**src/rtl/usb_irq_pkg.sv**
```systemverilog
package usb_irq_pkg;
  localparam int unsigned SRC_CNT    = 6;
  localparam int unsigned SRC_XFER   = 0;
  localparam int unsigned SRC_BUSERR = 1;
  localparam int unsigned SRC_PORT   = 2;
  localparam int unsigned SRC_ROLL   = 3;
  localparam int unsigned SRC_SYSERR = 4;
  localparam int unsigned SRC_ASYNC  = 5;
  // Sources that wait for the threshold strobe
  localparam logic [SRC_CNT-1:0] DEFER_CLASS =
    SRC_CNT'((1 << SRC_ASYNC) | (1 << SRC_BUSERR) | (1 << SRC_XFER));
endpackage

```
**src/rtl/irq_status_bank.sv**
```systemverilog
module irq_status_bank #(
  parameter int unsigned N = 6
) (
  input  logic         clk,
  input  logic         rst_n,
  input  logic [N-1:0] evt_i,
  input  logic         clr_en_i,
  input  logic [N-1:0] clr_mask_i,
  output logic [N-1:0] stat_o
);
  logic [N-1:0] stat_q;
  logic [N-1:0] stat_nxt;
  logic [N-1:0] stat_upd;

  for (genvar g = 0; g < N; g++) begin : g_bit
    always_comb begin
      stat_upd[g] = evt_i[g] | (clr_en_i & clr_mask_i[g]);
      // a set pulse outranks a clearing write in the same cycle
      stat_nxt[g] = evt_i[g] | (stat_q[g] & ~(clr_en_i & clr_mask_i[g]));
    end

    always_ff @(posedge clk or negedge rst_n) begin
      if (!rst_n)           stat_q[g] <= 1'b0;
      else if (stat_upd[g]) stat_q[g] <= stat_nxt[g];
    end

    p_set_wins_r4: assert property (@(posedge clk) disable iff (!rst_n)
      (evt_i[g] && clr_en_i && clr_mask_i[g]) |=> stat_q[g]);
    p_sticky_r4: assert property (@(posedge clk) disable iff (!rst_n)
      (stat_q[g] && !(clr_en_i && clr_mask_i[g])) |=> stat_q[g]);
  end

  assign stat_o = stat_q;
endmodule

```
**src/rtl/irq_enable_reg.sv**
```systemverilog
module irq_enable_reg #(
  parameter int unsigned N = 6
) (
  input  logic         clk,
  input  logic         rst_n,
  input  logic         wr_en_i,
  input  logic [N-1:0] wdata_i,
  output logic [N-1:0] en_o
);
  logic [N-1:0] en_q;
  logic [N-1:0] en_nxt;

  always_comb en_nxt = wdata_i;

  always_ff @(posedge clk or negedge rst_n) begin
    if (!rst_n)       en_q <= '0;
    else if (wr_en_i) en_q <= en_nxt;
  end

  p_en_hold_r1: assert property (@(posedge clk) disable iff (!rst_n)
    !wr_en_i |=> $stable(en_q));

  assign en_o = en_q;
endmodule

```
**src/rtl/irq_gate.sv**
```systemverilog
module irq_gate #(
  parameter int unsigned N = 6,
  parameter logic [N-1:0] DEFER = '0
) (
  input  logic         clk,
  input  logic         rst_n,
  input  logic [N-1:0] stat_i,
  input  logic [N-1:0] en_i,
  input  logic         thresh_i,
  output logic         irq_o
);
  logic [N-1:0] hit_imm;
  logic [N-1:0] hit_def;
  logic         any_imm;
  logic         any_def;
  logic         armed_q;
  logic         armed_nxt;
  logic         irq_q;
  logic         irq_nxt;

  for (genvar g = 0; g < N; g++) begin : g_src
    if (DEFER[g]) begin : g_def
      assign hit_def[g] = stat_i[g] & en_i[g];
      assign hit_imm[g] = 1'b0;
    end else begin : g_imm
      assign hit_imm[g] = stat_i[g] & en_i[g];
      assign hit_def[g] = 1'b0;
    end
  end

  always_comb begin
    any_imm   = |hit_imm;
    any_def   = |hit_def;
    // promoted on the strobe, held while any enabled deferred flag remains
    armed_nxt = any_def & (thresh_i | armed_q);
    irq_nxt   = any_imm | armed_nxt;
  end

  always_ff @(posedge clk or negedge rst_n) begin
    if (!rst_n) begin
      armed_q <= 1'b0;
      irq_q   <= 1'b0;
    end else begin
      armed_q <= armed_nxt;
      irq_q   <= irq_nxt;
    end
  end

  p_armed_drop_r8: assert property (@(posedge clk) disable iff (!rst_n)
    !any_def |=> !armed_q);

  assign irq_o = irq_q;
endmodule

```
**src/rtl/usb_host_irq_ctrl.sv**
```systemverilog
module usb_host_irq_ctrl #(
  parameter int unsigned DATA_W    = 32,
  parameter int unsigned ADDR_W    = 4,
  parameter int unsigned STAT_ADDR = 0,
  parameter int unsigned ENAB_ADDR = 1
) (
  input  logic              clk,
  input  logic              rst_n,
  input  logic [5:0]        evt_i,
  input  logic              thresh_i,
  input  logic              bus_wr_i,
  input  logic [ADDR_W-1:0] bus_addr_i,
  input  logic [DATA_W-1:0] bus_wdata_i,
  output logic [DATA_W-1:0] bus_rdata_o,
  output logic              irq_o
);
  import usb_irq_pkg::*;
  localparam int unsigned N = SRC_CNT;

  logic [N-1:0]        stat;
  logic [N-1:0]        en;
  logic                sel_stat;
  logic                sel_enab;
  logic [DATA_W-N-1:0] wdata_unused;

  assign wdata_unused = bus_wdata_i[DATA_W-1:N];
  assign sel_stat = (bus_addr_i == ADDR_W'(STAT_ADDR));
  assign sel_enab = (bus_addr_i == ADDR_W'(ENAB_ADDR));

  irq_status_bank #(.N(N)) i_stat (
    .clk(clk), .rst_n(rst_n), .evt_i(evt_i),
    .clr_en_i(bus_wr_i & sel_stat), .clr_mask_i(bus_wdata_i[N-1:0]),
    .stat_o(stat)
  );

  irq_enable_reg #(.N(N)) i_enab (
    .clk(clk), .rst_n(rst_n), .wr_en_i(bus_wr_i & sel_enab),
    .wdata_i(bus_wdata_i[N-1:0]), .en_o(en)
  );

  irq_gate #(.N(N), .DEFER(DEFER_CLASS)) i_gate (
    .clk(clk), .rst_n(rst_n), .stat_i(stat), .en_i(en),
    .thresh_i(thresh_i), .irq_o(irq_o)
  );

  always_comb begin
    bus_rdata_o = '0;
    if (sel_stat)      bus_rdata_o[N-1:0] = stat;
    else if (sel_enab) bus_rdata_o[N-1:0] = en;
  end

  always_comb begin
    if (rst_n) begin
      p_rsvd_zero_r2: assert (bus_rdata_o[DATA_W-1:N] == '0);
    end
  end

  p_gated_r3: assert property (@(posedge clk) disable iff (!rst_n)
    ((stat & en) == '0) |=> !irq_o);
  p_imm_fire_r6: assert property (@(posedge clk) disable iff (!rst_n)
    ((stat & en & ~DEFER_CLASS) != '0) |=> irq_o);
  p_defer_wait_r5: assert property (@(posedge clk) disable iff (!rst_n)
    (!irq_o && !thresh_i && ((stat & en & ~DEFER_CLASS) == '0)) |=> !irq_o);
  p_defer_fire_r5: assert property (@(posedge clk) disable iff (!rst_n)
    (thresh_i && ((stat & en & DEFER_CLASS) != '0)) |=> irq_o);
endmodule

```
**config.mk**
```make
export PLATFORM = sky130hd
export DESIGN_NAME = usb_host_irq_ctrl
export DESIGN_NICKNAME = d
export VERILOG_FILES = /design/src/rtl/usb_irq_pkg.sv /design/src/rtl/irq_status_bank.sv /design/src/rtl/irq_enable_reg.sv /design/src/rtl/irq_gate.sv /design/src/rtl/usb_host_irq_ctrl.sv
export SDC_FILE = /design/constraint.sdc
export NUM_CORES = 1
export LEC_CHECK = 0
export CAP_MARGIN = 10
export CORE_MARGIN = 2
export CORE_UTILIZATION = 23
export CTS_BUF_LIST = sky130_fd_sc_hd__clkbuf_2 sky130_fd_sc_hd__clkbuf_4 sky130_fd_sc_hd__clkbuf_8
export CTS_CLUSTER_SIZE = 8
export DETAILED_ROUTE_END_ITERATION = 7
export MAX_ROUTING_LAYER = met4
export REMOVE_ABC_BUFFERS = 1
export SLEW_MARGIN = 15
export SYNTH_ARGS = -nofsm -noshare
export SYNTH_HDL_FRONTEND = slang
export SYNTH_SLANG_ARGS = --single-unit
```
**constraint.sdc**
```tcl
create_clock -name clk -period 1.21 [get_ports clk]
set_clock_uncertainty 0.15 [all_clocks]
set_input_delay 0.242 -clock clk [delete_from_list [all_inputs] [get_ports clk]]
set_output_delay 0.242 -clock clk [all_outputs]
set_load 0.02 [all_outputs]
```
### Word-level counts from Yosys, hierarchy flattened

Index checks and enable logic that the tools add are counted.

* $add $sub $neg: 0
* multipliers: 0
* divide/modulo/power cells: 0
* $lt $le $gt $ge: 0
* equality and inequality tests: 1
* shifts and indexed selects: 0
* multiplexer cells: 2
* bitwise logic cells: 41
* reduce and logical (&&, ||, !) cells: 3

Operator list (number)
* $and 1x1->1: 21
* $or 1x1->1: 14
* $mux 6: 2
* $not 1->1: 6
* $reduce_or 3->1: 2
* $eq 4x1->1 const B: 1
* $logic_not 4->1: 1

* flip-flop bits (word level): 14
* bits in latches: 0
* bits in writable memories: 0
* memory bits (read-only): 0
* input bits: 46
* output and inout port bits: 33
* memories kept: 0

### Longest topological paths before layout

* depth in word-level cells: 6
* depth in mapped cells: 4

### Hierarchy

From an unflattened synthesis, not the netlist that was laid out.

* cell total of the unflattened synthesis: 83
* area total of the unflattened synthesis: 880.8 sq um

Modules (own cells, without submodules)
* usb_host_irq_ctrl: instances 1, cells an instance 45, area an instance 329.1 sq um
* irq_enable_reg: instances 1, cells an instance 13, area an instance 251.5 sq um
* irq_status_bank: instances 1, cells an instance 18, area an instance 217.7 sq um
* irq_gate: instances 1, cells an instance 7, area an instance 82.6 sq um

### Least setup slack after synthesis

OpenSTA, ideal clock, no wires.

* path type: input port to output port
* start: in bus_addr_i[1]
* end: out bus_rdata_o[0]
* arrival time: 1.072 ns
* required time: 0.818 ns
* slack: -0.254 ns
* stages: 3
* buffers on the path: 1
* cell sequence: or3_4 buf_6 nor2_1

* word-level cells in the longest chain between the ends: 3
* elaborated cells on any way between the ends: 4
* classes of those cells: eq/ne (1); mux (2); reduce/logical (1)

RTL lines
* start, declared: RTL line usb_host_irq_ctrl.sv:12 `input logic [ADDR_W-1:0] bus_addr_i,`
* $eq 4x1->1: RTL line usb_host_irq_ctrl.sv:28 `assign sel_enab = (bus_addr_i == ADDR_W'(ENAB_ADDR));`
* $mux 6: RTL line usb_host_irq_ctrl.sv:49 `else if (sel_enab) bus_rdata_o[N-1:0] = en;`
* $mux 6 *: RTL line usb_host_irq_ctrl.sv:48 `if (sel_stat) bus_rdata_o[N-1:0] = stat;`
* end, declared: RTL line usb_host_irq_ctrl.sv:14 `output logic [DATA_W-1:0] bus_rdata_o,`

Mark *: on every way between the ends. The rest lies on a longest branch, timed or not.

### Worst setup path in the final report

* start: in bus_addr_i[3]
* end: out bus_rdata_o[3]

The elaborated chain is that of the path after synthesis.

==> results.md <==
- Outcome: finished with violations
- Failing checks: setup timing
- Post-place setup slack: -1110 ps
- Critical-path cell list: buf_6, or3_4, nor2_2, buf_6
- Overall power: 1.44 mW
- Via count: 746
- Gr usage total: 10.2%
- Routed WL: 2150 um
- Largest area contributor in the netlist: dfrtp_1
- Area of the multi-input gates: 520 um^2
- Die Span X: 66.6 um
- RSZ-0062 raised after global routing: true
- Fin Setup TNS: -1940 ps
- Worst skew pair latency: 240 ps
- Ys flop type: dfrtp_1
- Max Buffers Root-to-Sink: 2
- FF+latch area: 350 um^2
- DR iter-0 viols: 10
- Top cells by area, synth: dfrtp_1 39%, buf_4 22%, mux2_2 7.5%, mux2i_1 6.7%, o31ai_2 5.6%
- Synth top area share: 38.9%
- Worst-path clk slew: 60 ps
- Largest fanout on the critical path: 6
- Hold Path Class: primary input to asynchronous set/reset pin
- Arr. time, crit path: 1050 ps
- Fin crit period: 1450 ps
- # fillers: 369
- Largest net degree at the start of global routing: 15
- Max stage delay on crit path: 460 ps
- Distinct cells, synth: 16
- CTS tree: built
- Vias per inst: 3.95
- DR WL/cell: 11.4 um
- Vias in the first global route: 736
- Min Hold Slack: 171 ps
- Core Region: 0.00372 mm^2
- # diodes: 0
- Initial antenna violation count: 0
- Syn avg cell area: 10.4 um^2
- Post-synthesis async set-or-reset flop share: 100%
- #FFs+latches synth: 14
- Final WS setup: -237 ps
- CP Launch Type: primary input
- Fin. Hold Viols: 0
- CTS Sinks: 14
- Most common cell in the synthesized netlist: buf_4
- Max-slew violation count: 0
- Clock Tree Root: clkbuf_8
- Worst r2r src: i_enab.en_o[2]$_DFFE_PN0P_
- Top cells by count, synth: 26 x buf_4, 14 x dfrtp_1, 8 x nor2_1
- Crit share post-route: 120%
- Fmax: 691 MHz
- First-pass GRT wire length: 3310 um
- Slowest CP cell: or3_4
- Buffers on Ports: 26
- Routability Congestion: 0.832
- Number of enable flip-flop cells after synthesis: 0
- Final nets: 189
- DR pass1 iterations: 4
- Die height: 66.6 um
- Power Density: 982 mW/mm^2
- Cell count after synthesis: 87
- Initial core utilization: 24.2%
- Routed Antenna Nets: 0
- VDD IR max: 0.511 mV
- Cts bufs inserted: 3
- Num rows: 22
- Critical path required time: 820 ps
- Crit. Startpoint: bus_addr_i[3]
- I/O pin cnt: 79
- Die area: 0.00443 mm^2
- Drc violations: 0
- LEAKAGE: 0.652 nW
- Sequential cell area fraction in the yosys report: 38.9%
- Mapped cell area: 901 um^2
- Setup CP Type: primary input to primary output
- Max-cap violation count: 0
- Post-DP HPWL: 1500 um
- Layout area overhead: 62.8%
- Worst Setup End Kind: primary output
- Global-route congestion overflow total: 0
- H-tree levels: 1
- Fraction of layout cells with a size suffix above 1: 44.7%
- Top cell by count, worst path: buf_6
- Setup-failing EPs final: 14
- Synth warnings: 0
==> cell families (layout without fill, tap and decap cells) <==
group	Yosys count	after routing	synth area share (%)
AND/OR/NAND/NOR	23	24	12.4
flip-flops	14	14	38.9
buffers and inverters	28	56	24.2
multiplexers	12	12	14.2
other	1	26	0.416
AO/OA/AOI/OAI	9	9	10.0
==> power by group <==
| group | leakage [nW] | switching [mW] | total (mW) | internal [mW] |
|---|---|---|---|---|
| Clock | 0.0216 | 0.154 | 0.374 | 0.220 |
| Combinational | 0.483 | 0.240 | 0.494 | 0.254 |
| Sequential | 0.147 | 0.0359 | 0.573 | 0.537 |
| Total | 0.652 | 0.430 | 1.44 | 1.01 |
==> state kept, by name (all words and copies together) (netlist names) <==
register,flops
i_enab.en_o,6
i_stat.stat_o,6
i_gate.armed_q,1
i_gate.irq_o,1
==> repair_timing <==
item                       CTS  global route
pin swaps                   10             6
hold buffers                 0             0
cloned                       1             0
setup buffers                4             4
gates resized for setup     71            16
setup endpoints to repair   21            14
==> worst max-delay path: cells and delay by family <==
family	cells	cell delay, ps
buffers and inverters	2	220
and+or+nand+nor	2	590
==> final cells by class <==
type                    count  share of cell area [%]
flip-flops and latches     14                    23.9
clock buffers               3                    2.82
well taps                  48                    4.10
multi-input cells          71                    35.5
repair buffers             53                    33.7
==> placed cells by master, fill, tap and decap left out, drive strengths merged <==
master	n
a222oi	2
buf	38
clkbuf	3
clkdlybuf4s50	14
conb	26
dfrtp	14
dlygate4sd2	1
mux2	6
mux2i	6
nand2	6
nand2b	6
nand3	1
nor2	8
nor3	1
o21ai	1
o31ai	6
or3	2
==> stage by stage <==
| step | cell area [um^2] | cells | util (%) |
|---|---|---|---|
| 6_report | 1470 | 189 | 39.5 |
| 5_1_grt | 1470 | 189 | 39.5 |
| 4_1_cts | 1360 | 185 | 36.5 |
| 3_5_place_dp | 1240 | 177 | 33.4 |
| 3_3_place_gp | 1240 | 177 | 33.4 |
| 2_1_floorplan | 777 | 84 | - |
==> final timing paths <==
path	to	slack (ps)	depth (start not counted)
max in group asynchronous	i_stat.stat_o[1]$_DFFE_PN0P_	560	2
min in group clk	i_stat.stat_o[0]$_DFFE_PN0P_	250	4
min	i_enab.en_o[4]$_DFFE_PN0P_	170	2
min reg2reg	i_gate.armed_q$_DFF_PN0_	360	2
max	bus_rdata_o[3]	-240	4
max reg2reg	i_gate.irq_o$_DFF_PN0_	-90	3
==> layer usage <==
| layer | part of all wire, % | GRT usage, % | routed length, um |
|---|---|---|---|
| met1 | 45 | 12.6 | 957 |
| met2 | 48 | 16.4 | 1030 |
| met3 | 7.6 | 3.38 | 163 |
| met4 | 0 | 1.79 | 0 |
| met5 | 0 | - | 0 |
No activity file was read; power rests on OpenSTA's default activity.
